===== src/rtl/hb_pkg.sv =====
package hb_pkg;
    localparam int DEFAULT_WIN_LEN = 20;

    typedef struct packed {
        logic close;
        logic err;
        logic irq;
    } hb_report_t;
endpackage


===== src/rtl/hb_window.sv =====
module hb_window #(
    parameter int WIN_LEN = hb_pkg::DEFAULT_WIN_LEN
) (
    input  logic clk,
    input  logic rst_n,
    input  logic en_i,
    input  logic start_i,
    input  logic coll_i,
    output logic expire_o
);
    localparam int CW = $clog2(WIN_LEN + 1);

    typedef struct packed {
        logic          active;
        logic [CW-1:0] cnt;
    } win_state_t;

    win_state_t win_d, win_q;

    always_comb begin
        win_d    = win_q;
        expire_o = en_i && win_q.active && (win_q.cnt == CW'(1)) && !coll_i;
        if (!en_i) begin
            win_d.active = 1'b0;
            win_d.cnt    = '0;
        end else if (start_i) begin
            win_d.active = 1'b1;
            win_d.cnt    = CW'(WIN_LEN);
        end else if (win_q.active) begin
            if (coll_i || (win_q.cnt == CW'(1))) begin
                win_d.active = 1'b0;
                win_d.cnt    = '0;
            end else begin
                win_d.cnt = win_q.cnt - CW'(1);
            end
        end
    end

    always_ff @(posedge clk or negedge rst_n) begin
        if (!rst_n) begin
            win_q <= '0;
        end else begin
            win_q <= win_d;
        end
    end

    AST_RELOAD_FULL: assert property (@(posedge clk) disable iff (!rst_n)
        (en_i && start_i) |=> (win_q.active && win_q.cnt == CW'(WIN_LEN)));
    AST_CNT_RANGE: assert property (@(posedge clk) disable iff (!rst_n)
        win_q.active |-> (win_q.cnt >= CW'(1) && win_q.cnt <= CW'(WIN_LEN)));
    AST_IDLE_WHEN_OFF: assert property (@(posedge clk) disable iff (!rst_n)
        !en_i |=> !win_q.active);
endmodule


===== src/rtl/hb_report.sv =====
module hb_report
    import hb_pkg::*;
(
    input  logic clk,
    input  logic rst_n,
    input  logic expire_i,
    input  logic start_i,
    input  logic irq_en_i,
    output logic close_o,
    output logic err_o,
    output logic irq_o
);
    hb_report_t rep_d, rep_q;

    always_comb begin
        rep_d       = rep_q;
        rep_d.close = expire_i;
        rep_d.irq   = expire_i && irq_en_i;
        if (expire_i) begin
            rep_d.err = 1'b1;
        end else if (start_i) begin
            rep_d.err = 1'b0;
        end
    end

    always_ff @(posedge clk or negedge rst_n) begin
        if (!rst_n) begin
            rep_q <= '0;
        end else begin
            rep_q <= rep_d;
        end
    end

    assign close_o = rep_q.close;
    assign err_o   = rep_q.err;
    assign irq_o   = rep_q.irq;

    AST_SINGLE_CLOSE: assert property (@(posedge clk) disable iff (!rst_n)
        close_o |=> !close_o);
    AST_FLAG_CLEARED: assert property (@(posedge clk) disable iff (!rst_n)
        (start_i && !expire_i) |=> !err_o);
endmodule


===== src/rtl/hb_monitor.sv =====
module hb_monitor #(
    parameter int WIN_LEN = hb_pkg::DEFAULT_WIN_LEN
) (
    input  logic clk,
    input  logic rst_n,
    input  logic frame_done_i,
    input  logic collision_i,
    input  logic check_en_i,
    input  logic txe_irq_en_i,
    output logic hb_err_o,
    output logic buf_close_o,
    output logic irq_o
);
    logic start_s;
    logic expire_s;

    assign start_s = frame_done_i && check_en_i;

    hb_window #(.WIN_LEN(WIN_LEN)) u_window (
        .clk      (clk),
        .rst_n    (rst_n),
        .en_i     (check_en_i),
        .start_i  (start_s),
        .coll_i   (collision_i),
        .expire_o (expire_s)
    );

    hb_report u_report (
        .clk      (clk),
        .rst_n    (rst_n),
        .expire_i (expire_s),
        .start_i  (start_s),
        .irq_en_i (txe_irq_en_i),
        .close_o  (buf_close_o),
        .err_o    (hb_err_o),
        .irq_o    (irq_o)
    );

    AST_IRQ_WITH_CLOSE: assert property (@(posedge clk) disable iff (!rst_n)
        irq_o |-> buf_close_o);
    AST_CLOSE_FLAGGED: assert property (@(posedge clk) disable iff (!rst_n)
        buf_close_o |-> hb_err_o);
    AST_NO_CLOSE_OFF: assert property (@(posedge clk) disable iff (!rst_n)
        !check_en_i |=> !buf_close_o);
    AST_HEARTBEAT_NOT_ERR: assert property (@(posedge clk) disable iff (!rst_n)
        (collision_i && !frame_done_i) |=> !buf_close_o);
endmodule


===== config.mk =====
export PLATFORM = sky130hd
export DESIGN_NAME = hb_monitor
export DESIGN_NICKNAME = d
export VERILOG_FILES = /design/src/rtl/hb_pkg.sv /design/src/rtl/hb_window.sv /design/src/rtl/hb_report.sv /design/src/rtl/hb_monitor.sv
export SDC_FILE = /design/constraint.sdc
export NUM_CORES = 1
export LEC_CHECK = 0
export ABC_AREA = 1
export BUFFER_PORTS_ARGS = -buffer_cell sky130_fd_sc_hd__buf_2
export CAP_MARGIN = 40
export CORE_AREA = 2 2 39 41
export CTS_BUF_LIST = sky130_fd_sc_hd__clkbuf_4
export DETAILED_ROUTE_END_ITERATION = 12
export DIE_AREA = 0 0 41 43
export HOLD_SLACK_MARGIN = 0.08
export SLEW_MARGIN = 0
export SYNTH_ARGS = -nofsm -noshare
export SYNTH_HDL_FRONTEND = slang
export SYNTH_SLANG_ARGS = --single-unit

===== constraint.sdc =====
create_clock -name clk -period 2.15 [get_ports clk]
set_input_delay 0.3225 -clock clk [delete_from_list [all_inputs] [get_ports clk]]
set_output_delay 0.3225 -clock clk [all_outputs]
set_load 0.02 [all_outputs]

Yosys cells after proc, flatten, opt, wreduce, memory -nomap -nowiden
Index checks and enable logic that the tools add are counted.
- bitwise operators: 0
- multiplexer cells: 7
- equal/unequal tests: 2
- shift-type cells: 0
- reductions and logical operators: 8
- add/sub/neg operators: 1
- divide/modulo/power cells: 0
- order comparisons: 0
- $mul: 0
- operators with widths (kind ; number):
    $mux 6 ; 3
    $eq 5x1->1 const B ; 1
    $logic_and 1x1->1 ; 5
    $mux 5 ; 1
    $sub 5x1->5 const B ; 1
    $mux 1 ; 3
    $ne 3x1->1 const B ; 1
    $reduce_bool 2->1 ; 1
    $logic_not 1->1 ; 1
    $logic_or 1x1->1 ; 1
- bits in writable memories: 0
- bits in read-only memories: 0
- memories: 0
- latch bits: 0
- register bits: 9
- bits of input ports: 6
- output and inout bits: 3

Depth between registers and ports, before layout
Gate-level depths: netlist (run 1).
- word-level depth: 6
- depth in mapped cells: 9

Modules after synthesis
From an unflattened synthesis (run 1), not the netlist that was laid out.
- cell total of the unflattened synthesis: 61
- area, all modules: 510.5 um2
- by module, submodules not included (module ; instances ; area an instance (um2) ; cells each):
    hb_window ; 1 ; 405.4 ; 50
    hb_report ; 1 ; 97.6 ; 9
    hb_monitor ; 1 ; 7.5 ; 2

Worst setup path after synthesis (run 1)
OpenSTA, ideal clock, no wires.
- kind: reg2reg
- start point: register u_window.win_q[1] (netlist name)
- end point: register u_window.win_q[0] (netlist name)
- clock period less this slack: 1146 ps
- slack: 1004 ps
- path buffers: 0
- stages on the path, launching flop included: 10
- data arrival time: 1030 ps
- cell sequence: dfrtp_1 > inv_1 > ha_1 > inv_1 > nor2_1 > nand2_2 > nand2_2 > nor2_4 > nand2_1 > nand2_1
- longest elaborated chain between the ends: 6
- ends and longest elaborated chain (item ; line ; source):
    start, declared ; hb_window.sv:18 ; win_state_t win_d, win_q;
    start signal, assigned ; hb_window.sv:43 ; win_q <= win_d;
    $eq 5x1->1 ; hb_window.sv:30 ; if (coll_i || (win_q.cnt == CW'(1))) begin
    $logic_or 1x1->1 ; hb_window.sv:30 ;
    $mux 5 ; hb_window.sv:30 ;
    $mux 6 ; hb_window.sv:29 ; end else if (win_q.active) begin
    $mux 6 ; hb_window.sv:26 ; end else if (start_i) begin
    $mux 6 ; hb_window.sv:23 ; if (!en_i) begin
No other way between the ends. The select of a mux whose other input is x is not followed.
A chain may end at the register's enable or synchronous reset.

Worst setup path in the final report (run 1)
- start point: register u_window.win_q[1] (netlist name)
- end point: register u_window.win_q[1] (netlist name)
- longest elaborated chain between the ends: 6
- elaborated cells between the ends (all ways): 7
- classes of those cells: add/sub (1); eq/ne (1); mux (4); reduce/logical (1)
- ends and longest elaborated chain (item ; line):
    branches (longest 2 deep; another with $sub 5x1->5) ; n/a
    $mux 5 * ; hb_window.sv:30
    $mux 6 * ; hb_window.sv:29
    $mux 6 * ; hb_window.sv:26
    $mux 6 * ; hb_window.sv:23
Every way passes the cells marked *. The select of a mux whose other input is x is not followed.

==> metrics.txt, run 1 <==
Crit path largest cell delay=approximately 0.37 ns; pin count of the biggest net entering global routing=10; Die X=41 µm; die area=between 1500 and 2000 µm²; Worst setup SP type=register; sequential area share after synthesis=0.448; Root Buffer=clkbuf_4; dpl hpwl=~660 µm; DR iter-0 viols=13; most common cell in the netlist=nand2_1; Worst-path clk slew=~0.060 ns; post-synth top area share=0.448; P_leak=between 0.3 and 0.4 nW; Worst setup EP type=register; max-slew violation count=0; first-pass GRT wire length=around 1600 µm; gpl congestion=approximately 0.8; CTS H-tree depth=1; Avg WL per Cell=about 9.6 µm; critical path data required time=2.30 ns; synth top area cells=dfrtp_1 45%, nand2_1 16%, inv_1 6.0%; P_sw=0.0000957 W; postcts setup bufs=0; crit path cell chain=inv_1, ha_1, inv_1, nor2_1, nand2_2, nand2_2, nor2_4, nand2_1, nand2_1; vias in the first global route=383; Netlist cell types=17; Hold WC Path Type=primary input to register; antenna violations before repair=0; Hold Buf Count CTS=1; clk sinks=9; CP Max Fanout=4; critical path data arrival time=~1.4 ns; Port Buffer Count=8; share of cells above drive strength 1=0.297; pre-CTS WS=between 0.9 and 1 ns; ANT nets after route=0; Core Box Area=approximately 1400 µm²; setup violators final=0; setup_tns=0 ns; Cell Int Power=around 0.00028 W; row cnt=14; Top FF cell, synth=dfrtp_1; All-Layer GR Usage=0.142; combinational power share=0.128; TritonCTS Buffers=3; CTS tree=yes; placed cell count=between 80 and 90; clk_skew=approximately 0.0049 ns; Setup WS post-layout=0.916 ns; maximum clock frequency=between 0.8 and 0.9 GHz; Flop pwr share=0.491; nets=83; Routed WL=slightly below 900 µm; Initial Util=0.363; vias after detailed routing=406; Clk Latency, worst-skew pair=0.26 ns; EDFF count, synth=0; Post-Syn Area=503 µm²; pwr/cell area=just over 600 nW/µm²; Post-Layout Cell Count=90; r2r worst-path depth=9; reg-to-reg slack, setup=around 0.92 ns; I/O Pins=9; post-synth top area cell=dfrtp_1; post-CTS resize count=0; syn_nets=between 60 and 70; Syn Area/Cell=roughly 8.2 µm²; status=completed; Slew headroom=0.828; max_cap viols=0; Mapped Cells=between 60 and 70; Overflow after GRT=0; final hold violation count=0; RSZ-0062 raised after global routing=no; Sw Ratio=0.255; Worst VDD drop=roughly 0.29 mV; diodes inserted=0; clock network power share=0.381; drt pass-1 iters=4; fin crit period=~1.2 ns; # DRC=0; Worst-Margin Slew=between 0.2 and 0.3 ns; clk buf depth=2; worst setup path category=register to register; flops & latches, synth=9; Vias per Instance=roughly 4.5; Die H=between 40 and 50 µm; top cells by count, synth=22 x nand2_1, 9 x dfrtp_1, 8 x inv_1, 4 x nand3_1; ys async rst share=1.00; # fillers=146; Slowest-stage cell, CP=dfrtp_1; synth-to-layout area growth=19.9%; period utilization=0.574; yosys warns=0; Hold Path Cell Cnt=3
-- cell type report --
type                       instances  area [µm²]  share of cell area
sequential                         9         225               0.373
multi-input combinational         42         240               0.398
tap                               16        20.0              0.0332
timing repair buffer               9        50.0              0.0830
inverter                          10        37.5              0.0622
clock buffer                       4        30.0              0.0498
-- stage by stage --
step	power (W)	hold WS (ns)	utilization	cell area (µm²)
after floorplan	0.000219	0.0269	-	503
after global placement	0.000234	0.187	0.407	563
after detailed placement	0.000234	0.190	0.407	563
after CTS	0.000384	0.270	0.436	603
after global routing	0.000402	0.277	0.436	603
final	0.000376	0.275	0.436	603
-- critical path, delay by kind of cell, from the launching register on --
kind,cells,cell delay [ns]
and+or+nand+nor,6,0.46
DFF,1,0.37
buffers and inverters,2,0.15
adders and majority gates,1,0.15
-- logic make-up (layout without fill, tap and decap cells) --
kind of cell / count (synthesis) / count (layout) / synth area share
buffers and inverters: 10 / 23 / 0.0746
AND/OR/NAND/NOR: 37 / 37 / 0.391
XOR/XNOR: 1 / 1 / 0.0174
AO/OA/AOI/OAI: 2 / 2 / 0.0199
flip-flops: 9 / 9 / 0.448
adder cells (fa/ha/maj): 2 / 2 / 0.0497
-- power by group through the flow --
| stage | sequential, W | combinational [W] | clock (W) |
|---|---|---|---|
| 6_report | 0.000184 | 0.0000482 | 0.000143 |
| 5_1_grt | 0.000185 | 0.0000560 | 0.000160 |
| 4_1_cts | 0.000184 | 0.0000487 | 0.000150 |
| 3_5_place_dp | 0.000188 | 0.0000469 | 0 |
| 3_3_place_gp | 0.000187 | 0.0000468 | 0 |
| 2_1_floorplan | 0.000186 | 0.0000321 | 0 |
-- cells in the final DEF, fill, tap and decap left out --
master / n
a21oi_1: 1
buf_2: 8
clkbuf_4: 4
dfrtp_1: 9
dlygate4sd3_1: 1
ha_1: 2
inv_1: 8
inv_2: 2
nand2_1: 22
nand2_2: 2
nand3_1: 4
nand3_2: 1
nand3b_1: 1
nand4_1: 1
nor2_1: 1
nor2_2: 2
nor2_4: 2
nor3b_4: 1
o21ai_1: 1
xor2_1: 1
-- final timing paths --
path,to,from
max,u_window.win_q[1]$_DFFE_PN0P_,u_window.win_q[1]$_DFFE_PN0P_
min,u_report.irq_o$_DFF_PN0_,txe_irq_en_i
max reg2reg,u_window.win_q[1]$_DFFE_PN0P_,u_window.win_q[1]$_DFFE_PN0P_
min reg2reg,u_window.win_q[1]$_DFFE_PN0P_,u_window.win_q[1]$_DFFE_PN0P_
max in group asynchronous,u_window.win_q[1]$_DFFE_PN0P_,rst_n
min in group asynchronous,u_window.win_q[4]$_DFFE_PN0P_,rst_n
-- layer usage --
metal | vias to the layer above | GRT usage | part of all wire
met5 | - | 0 | 0
met4 | 0 | 0.120 | 0.042
met3 | 4 | 0.0157 | 0.025
met2 | 6 | 0.197 | 0.48
met1 | 183 | 0.185 | 0.45
li1 | 213 | - | -
-- sequential cells by signal (all words and copies together) (netlist names) --
register,count
u_window.win_q,6
u_report.close_o,1
u_report.err_o,1
u_report.irq_o,1
Power figures use the tool's default switching activity.
==> run 2, diff against run 1 <==
--- a/config.mk
+++ b/config.mk
@@ -5,7 +5,7 @@
 export SDC_FILE = /design/constraint.sdc
 export NUM_CORES = 1
 export LEC_CHECK = 0
-export ABC_AREA = 1
+export ABC_AREA = 0
 export BUFFER_PORTS_ARGS = -buffer_cell sky130_fd_sc_hd__buf_2
 export CAP_MARGIN = 40
 export CORE_AREA = 2 2 39 41
==> constraint.sdc (replaced) <==
create_clock -name clk -period 1 [get_ports clk]
set_input_delay 0.15 -clock clk [delete_from_list [all_inputs] [get_ports clk]]
set_output_delay 0.15 -clock clk [all_outputs]
set_load 0.02 [all_outputs]
==> run 2 against run 1 <==
Against the previous run:
- the flow now finishes with violations (setup timing)
- critical path type unchanged
- via count increased by 8.6%
- critical endpoint unchanged
- setup slack worse by 1.3 ns
- clock power up 120%
==> metrics.txt, run 2 <==
status=finished with violations; failing checks=setup timing; placed cell count=81 (-4.7%); Setup WS post-layout=-0.348 ns (-1.26 ns); critical path data required time=1.20 ns (-1.10 ns); yosys warns=0 (unchanged); P_leak=0.373 nW (+17%); Worst setup SP type=register; RSZ-0062 raised after global routing=yes; Hold WC Path Type=primary input to register; ys async rst share=1.00 (unchanged); All-Layer GR Usage=0.181 (+0.0392); Post-Layout Cell Count=89 (-1.1%); die area=1760 µm² (unchanged); Worst VDD drop=0.818 mV (+180%); Worst-path clk slew=0.06 ns (about the same); Routed WL=1170 µm (+35%); Overflow after GRT=0 (unchanged); DR iter-0 viols=4 (-9); commonest non-fill, non-tap cells in the layout=18 x buf_4, 8 x buf_2, 8 x dfrtp_1, 4 x clkbuf_4; Synth Area in XOR/XNOR=0.0186 (+0.00120); first-pass GRT wire length=2100 µm (+28%); Die H=43 µm (unchanged); vias in the first global route=486 (+27%); period utilization=1.35 (+0.774); Clk Latency, worst-skew pair=0.27 ns (about the same); antenna violations before repair=0 (unchanged); flops & latches, synth=9 (unchanged); setup violators final=9 (+9); # DRC=0 (unchanged); drt pass-1 iters=4 (unchanged); synth top area cells=dfrtp_1 48%, ha_1 5.3%, nor4b_4 5.1%; clk buf depth=2 (unchanged); Avg WL per Cell=13.1 µm (+37%); worst setup path category=register to register; Synth Area in Simple Gates=0.271 (-0.119); syn_nets=50 (-28%); Port Buffer Count=8 (unchanged); I/O Pins=9 (unchanged); hold slack=0.0964 ns (-0.178 ns); final hold violation count=0 (unchanged); clk sinks=9 (unchanged); top cells by count, synth=9 x dfrtp_1, 4 x inv_1, 3 x o31ai_1; post-synth top area share=0.479 (+0.0310); CTS H-tree depth=1 (unchanged); Top FF cell, synth=dfrtp_1; Mapped Cells=42 (-31%); critical path data arrival time=1.55 ns (+0.17 ns); Post-Syn Area=470 µm² (-6.5%); Initial Util=0.340 (-0.0235); largest register by flop count=u_window.win_q; maximum clock frequency=0.742 GHz (-8.5%); max_cap viols=0 (unchanged); Netlist cell types=21 (+4); final core occ=0.549 (+0.113); TritonCTS Buffers=3 (unchanged); diodes inserted=0 (unchanged); post-synth top area cell=dfrtp_1; compound-gate portion of the synthesized area=0.125 (+0.105); clk_skew=0.00368 ns (-0.00126 ns); multiplexer area fraction after synthesis=0.0213 (+0.0213); Post-Synth Adder-Cell Area=0.0532 (+0.00344); Core Box Area=1380 µm² (unchanged); most common cell in the netlist=dfrtp_1; CP Max Fanout=3 (-1); Worst setup EP type=register; Vias per Instance=4.96 (+9.8%); CTS tree=yes; Total Power=0.000878 W (+130%); EDFF count, synth=0 (unchanged); pwr/cell area=1160 nW/µm² (+85%); synth-to-layout area growth=61.4%; dpl hpwl=869 µm (+32%); fin crit period=1.35 ns (+0.114 ns); max reg flops=6 (unchanged); Worst-Margin Slew=0.314 ns (+0.0565 ns); max-slew violation count=0 (unchanged); ANT nets after route=0 (unchanged); row cnt=14 (unchanged); most common cell after layout, fill and taps aside=buf_4; Die X=41 µm (unchanged); share of cells above drive strength 1=0.548 (+0.251); pin count of the biggest net entering global routing=10 (unchanged); nets=82 (-1.2%); sequential area share after synthesis=0.479 (+0.0310); vias after detailed routing=441 (+8.6%); Slew headroom=0.789 (-0.0391); largest family of logic cells by synthesized area=simple AND/OR/NAND/NOR gates; gpl congestion=0.772 (-3.5%); Root Buffer=clkbuf_4; Syn Area/Cell=11.2 µm² (+36%)
==> run 2: cell count changes after synthesis, sizes merged, moves of 2 or more <==
| cell | previous run | this run |
|---|---|---|
| nor2b | 0 | 2 |
| inv | 10 | 4 |
| or3 | 0 | 2 |
| nand3 | 5 | 0 |
| nor2 | 5 | 0 |
| nand2 | 24 | 2 |
| o31ai | 0 | 3 |
==> run 2: layer usage <==
metal,part of all wire,up-vias,global-route usage
met4,0.038,0,0.120
met2,0.52,17,0.266
li1,-,216,-
met1,0.38,204,0.230
met5,0,-,0
met3,0.066,4,0.0314
==> run 2: layout make-up <==
cell class	instances	area [µm²]
repair buffers	27	185
clock buffers	4	30.0
flip-flops and latches	9	226
well taps	16	20.0
fillers	132	624
multi-input cells	29	283
inverters	4	15.0
==> run 2: final timing paths <==
kind	startpoint	endpoint	slack [ns]	cells past startpoint
worst max-delay path	u_window.win_q[1]$_DFFE_PN0P_	u_window.win_q[1]$_DFFE_PN0P_	-0.35	5
worst min-delay path	txe_irq_en_i	u_report.irq_o$_DFF_PN0_	0.1	2
worst max register to register	u_window.win_q[1]$_DFFE_PN0P_	u_window.win_q[1]$_DFFE_PN0P_	-0.35	5
worst min register to register	u_report.err_o$_DFFE_PN0P_	u_report.err_o$_DFFE_PN0P_	0.49	1
max in group asynchronous	rst_n	u_window.win_q[0]$_DFFE_PN0P_	0.53	2
min in group asynchronous	rst_n	u_window.win_q[4]$_DFFE_PN0P_	0.26	2
==> run 2: cell families (layout without fill, tap and decap cells) <==
| logic type | count (synthesis) | after routing |
|---|---|---|
| simple gates | 16 | 16 |
| fa+ha+maj | 2 | 2 |
| flops | 9 | 9 |
| buf+inv | 4 | 35 |
| compound gates | 9 | 9 |
| mux | 1 | 1 |
| xor+xnor | 1 | 1 |
==> run 2: metrics by stage <==
step | instance area, µm² | worst slack [ns] | setup TNS [ns]
2_1_floorplan | 473 | -0.246 | -1.79
3_3_place_gp | 646 | -0.321 | -2.34
3_5_place_dp | 646 | -0.363 | -2.66
4_1_cts | 728 | -0.338 | -2.56
5_1_grt | 759 | -0.429 | -3.28
6_report | 759 | -0.348 | -2.54
==> run 2: timing repair <==
action,4_1_cts,5_1_grt
pin swaps,5,7
endpoints found under the hold margin,9,0
hold buffers,1,0
gates resized for setup,4,4
setup buffers,2,1
setup endpoints to repair,9,9
==> run 2: worst max-delay path, stage by stage, from the launching register on <==
cell	delay, ns
dfrtp_1	0.39
inv_2	0.09
buf_4	0.12
ha_4	0.19
or3_1	0.36
a21oi_2	0.14
==> run 2: power breakdown <==
group | internal, W | switching, W
Clock | 0.000181 | 0.000132
Combinational | 0.0000966 | 0.0000675
Sequential | 0.000379 | 0.0000220
Total | 0.000656 | 0.000222
==> run 3, diff against run 2 <==
--- a/config.mk
+++ b/config.mk
@@ -8,10 +8,9 @@
 export ABC_AREA = 0
 export BUFFER_PORTS_ARGS = -buffer_cell sky130_fd_sc_hd__buf_2
 export CAP_MARGIN = 40
-export CORE_AREA = 2 2 39 41
+export CORE_UTILIZATION = 35
 export CTS_BUF_LIST = sky130_fd_sc_hd__clkbuf_4
 export DETAILED_ROUTE_END_ITERATION = 12
-export DIE_AREA = 0 0 41 43
 export HOLD_SLACK_MARGIN = 0.08
 export SLEW_MARGIN = 0
 export SYNTH_ARGS = -nofsm -noshare
==> run 3 against run 2 <==
Against the previous run:
- the run still ends with setup timing left
- fmax rose by 0.76%
- clock power hardly changed
- clock skew down 0.0011 ns
- sequential share of layout area is 3.1 points higher
- highest routed layer unchanged
==> metrics.txt, run 3 (same netlist as run 2, synthesis figures left out) <==
synth-to-layout area growth=45.5%; row cnt=12 (-2); Worst setup SP type=register; CTS tree=yes; Hold Path Cell Cnt=2 (unchanged); TritonCTS Buffers=3 (unchanged); hold path endpoint=u_report.irq_o$_DFF_PN0_; Overflow after GRT=0 (unchanged); Worst R2R Start=u_window.win_q[1]$_DFFE_PN0P_; Setup WS post-layout=-0.338 ns (+0.0102 ns); max_cap viols=0 (unchanged); crit path cell chain=inv_2, ha_4, nor4b_4, and4b_4, and2_1; Port Buffer Count=8 (unchanged); Avg WL per Cell=14.2 µm (+8.2%); Worst-path clk slew=0.06 ns (about the same); vias after detailed routing=404 (-8.4%); largest register by flop count=u_window.win_q; Worst setup EP type=register; CTS H-tree depth=1 (unchanged); Hold WC Path Type=primary input to register; maximum clock frequency=0.747 GHz (+0.76%); max-slew violation count=0 (unchanged); max reg flops=6 (unchanged); critical path data required time=1.21 ns (about the same); reg2reg end=u_report.irq_o$_DFF_PN0_; drt pass-1 iters=4 (unchanged); share of cells above drive strength 1=0.508 (-0.0403); Hold Startpoint=txe_irq_en_i; Core Box Area=1170 µm² (-15%); Cell Int Power=0.000636 W (-3.1%); CP Max Fanout=4 (+1); clk_skew=0.00254 ns (-0.00114 ns); Crit path buffers/inverters=1 (-1); setup violators final=9 (unchanged); Slowest-stage cell, CP=dfrtp_1; setup_tns=-2.66 ns (-0.125 ns); period utilization=1.34 (-0.0102); nets=74 (-9.8%); Crit path largest cell delay=0.40 ns (about the same); most common cell after layout, fill and taps aside=buf_4; clk buf depth=2 (unchanged); Top Family by Delay on Critical Path=simple AND/OR/NAND/NOR gates; die area=1490 µm² (-15%); antenna violations before repair=0 (unchanged); combinational power share=0.166 (-0.021); reg-to-reg slack, setup=-0.34 ns (about the same); P_sw=0.000221 W (-0.12%); Worst VDD drop=0.857 mV (+4.7%); Clk Latency, worst-skew pair=0.27 ns (about the same); fin crit period=1.34 ns (-0.0102 ns); diodes inserted=0 (unchanged); r2r worst-path depth=5 (unchanged); RSZ-0062 raised after global routing=yes; vias in the first global route=411 (-15%); dpl hpwl=822 µm (-5.5%); Total Power=0.000858 W (-2.3%); pin count of the biggest net entering global routing=10 (unchanged); # DRC=0 (unchanged); Routed WL=1120 µm (-3.9%); Worst-Margin Slew=0.284 ns (-0.0304 ns); postcts setup bufs=0 (-2); Die X=38.7 µm (-5.7%); All-Layer GR Usage=0.189 (+0.00861); DR iter-0 viols=15 (+11); worst setup path category=register to register; failing checks=setup timing; P_leak=0.331 nW (-11%); ANT nets after route=0 (unchanged); first-pass GRT wire length=1850 µm (-12%); critical path data arrival time=1.55 ns (about the same); gpl congestion=0.800 (+3.6%); final hold violation count=0 (unchanged); Root Buffer=clkbuf_4; commonest non-fill, non-tap cells in the layout=10 x buf_4, 9 x dfrtp_1, 8 x buf_2, 4 x clkbuf_4, 3 x inv_1; Slew headroom=0.810 (+0.0211); Flop pwr share=0.466 (+0.010); I/O Pins=9 (unchanged); status=finished with violations; Vias per Instance=5.11 (+3.2%); clock network power share=0.368 (+0.011); pwr/cell area=1250 nW/µm² (+8.4%); Die H=38.7 µm (-10%); Initial Util=0.402 (+0.0617); Sw Ratio=0.258 (+0.00568); clk sinks=9 (unchanged)
run 3: changes by cell type in the layout (fill, tap and decap cells not counted), sizes merged:
cell | previous run | this run
buf | 26 | 18
run 3: worst max-delay path by stage:
stage	endpoint	from	depth (start not counted)	slack, ns
floorplan	u_report.irq_o$_DFF_PN0_	u_window.win_q[1]$_DFFE_PN0P_	5	-0.25
global placement	u_window.win_q[3]$_DFFE_PN0P_	u_window.win_q[0]$_DFFE_PN0P_	4	-0.29
detailed placement	u_window.win_q[4]$_DFFE_PN0P_	u_window.win_q[0]$_DFFE_PN0P_	5	-0.39
CTS	u_window.win_q[3]$_DFFE_PN0P_	u_window.win_q[0]$_DFFE_PN0P_	4	-0.34
global route	u_report.irq_o$_DFF_PN0_	u_window.win_q[1]$_DFFE_PN0P_	5	-0.43
finish	u_report.irq_o$_DFF_PN0_	u_window.win_q[1]$_DFFE_PN0P_	5	-0.34
run 3: metal layers:
| metal | routed length, µm | vias to the layer above | global-route usage |
|---|---|---|---|
| li1 | - | 200 | - |
| met1 | 518 | 194 | 0.236 |
| met2 | 551 | 8 | 0.304 |
| met3 | 32 | 2 | 0.0347 |
| met4 | 21 | 0 | 0.103 |
| met5 | 0 | - | 0 |
run 3: worst reg2reg max path: cells and delay by family (launching register included):
family / cells / cell delay, ns
and+or+nand+nor: 3 / 0.66
DFF: 1 / 0.40
adders and majority gates: 1 / 0.13
buffers and inverters: 1 / 0.09
run 3: layout make-up:
| type | instances | area [µm²] |
|---|---|---|
| Clock buffer | 4 | 30.0 |
| Fill cell | 105 | 487 |
| Inverter | 4 | 15.0 |
| Sequential cell | 9 | 225 |
| Timing Repair Buffer | 19 | 125 |
| Multi-Input combinational cell | 29 | 272 |
| Tap cell | 14 | 17.5 |
run 3: timing repair:
action,4_1_cts,5_1_grt
hold endpoints to repair,9,0
hold buffers,1,0
endpoints found under the setup margin,9,9
pin swaps,4,3
gates resized for setup,4,5
run 3: power groups by stage:
stage	clock [W]	sequential, W	combinational (W)
2_1_floorplan	0	0.000403	0.0000524
3_3_place_gp	0	0.000404	0.000120
3_5_place_dp	0	0.000404	0.000124
4_1_cts	0.000319	0.000399	0.000132
5_1_grt	0.000343	0.000402	0.000155
6_report	0.000316	0.000400	0.000142
run 3: per-stage QoR:
step | instance area (µm²) | cells | hold WS, ns | util | setup slack (ns)
floorplan | 473 | 42 | -0.146 | - | -0.246
global placement | 606 | 74 | 0.00841 | 0.517 | -0.294
detailed placement | 606 | 74 | 0.0133 | 0.517 | -0.386
CTS | 667 | 79 | 0.0900 | 0.569 | -0.343
global route | 684 | 79 | 0.0941 | 0.584 | -0.427
finish | 684 | 79 | 0.0904 | 0.584 | -0.338
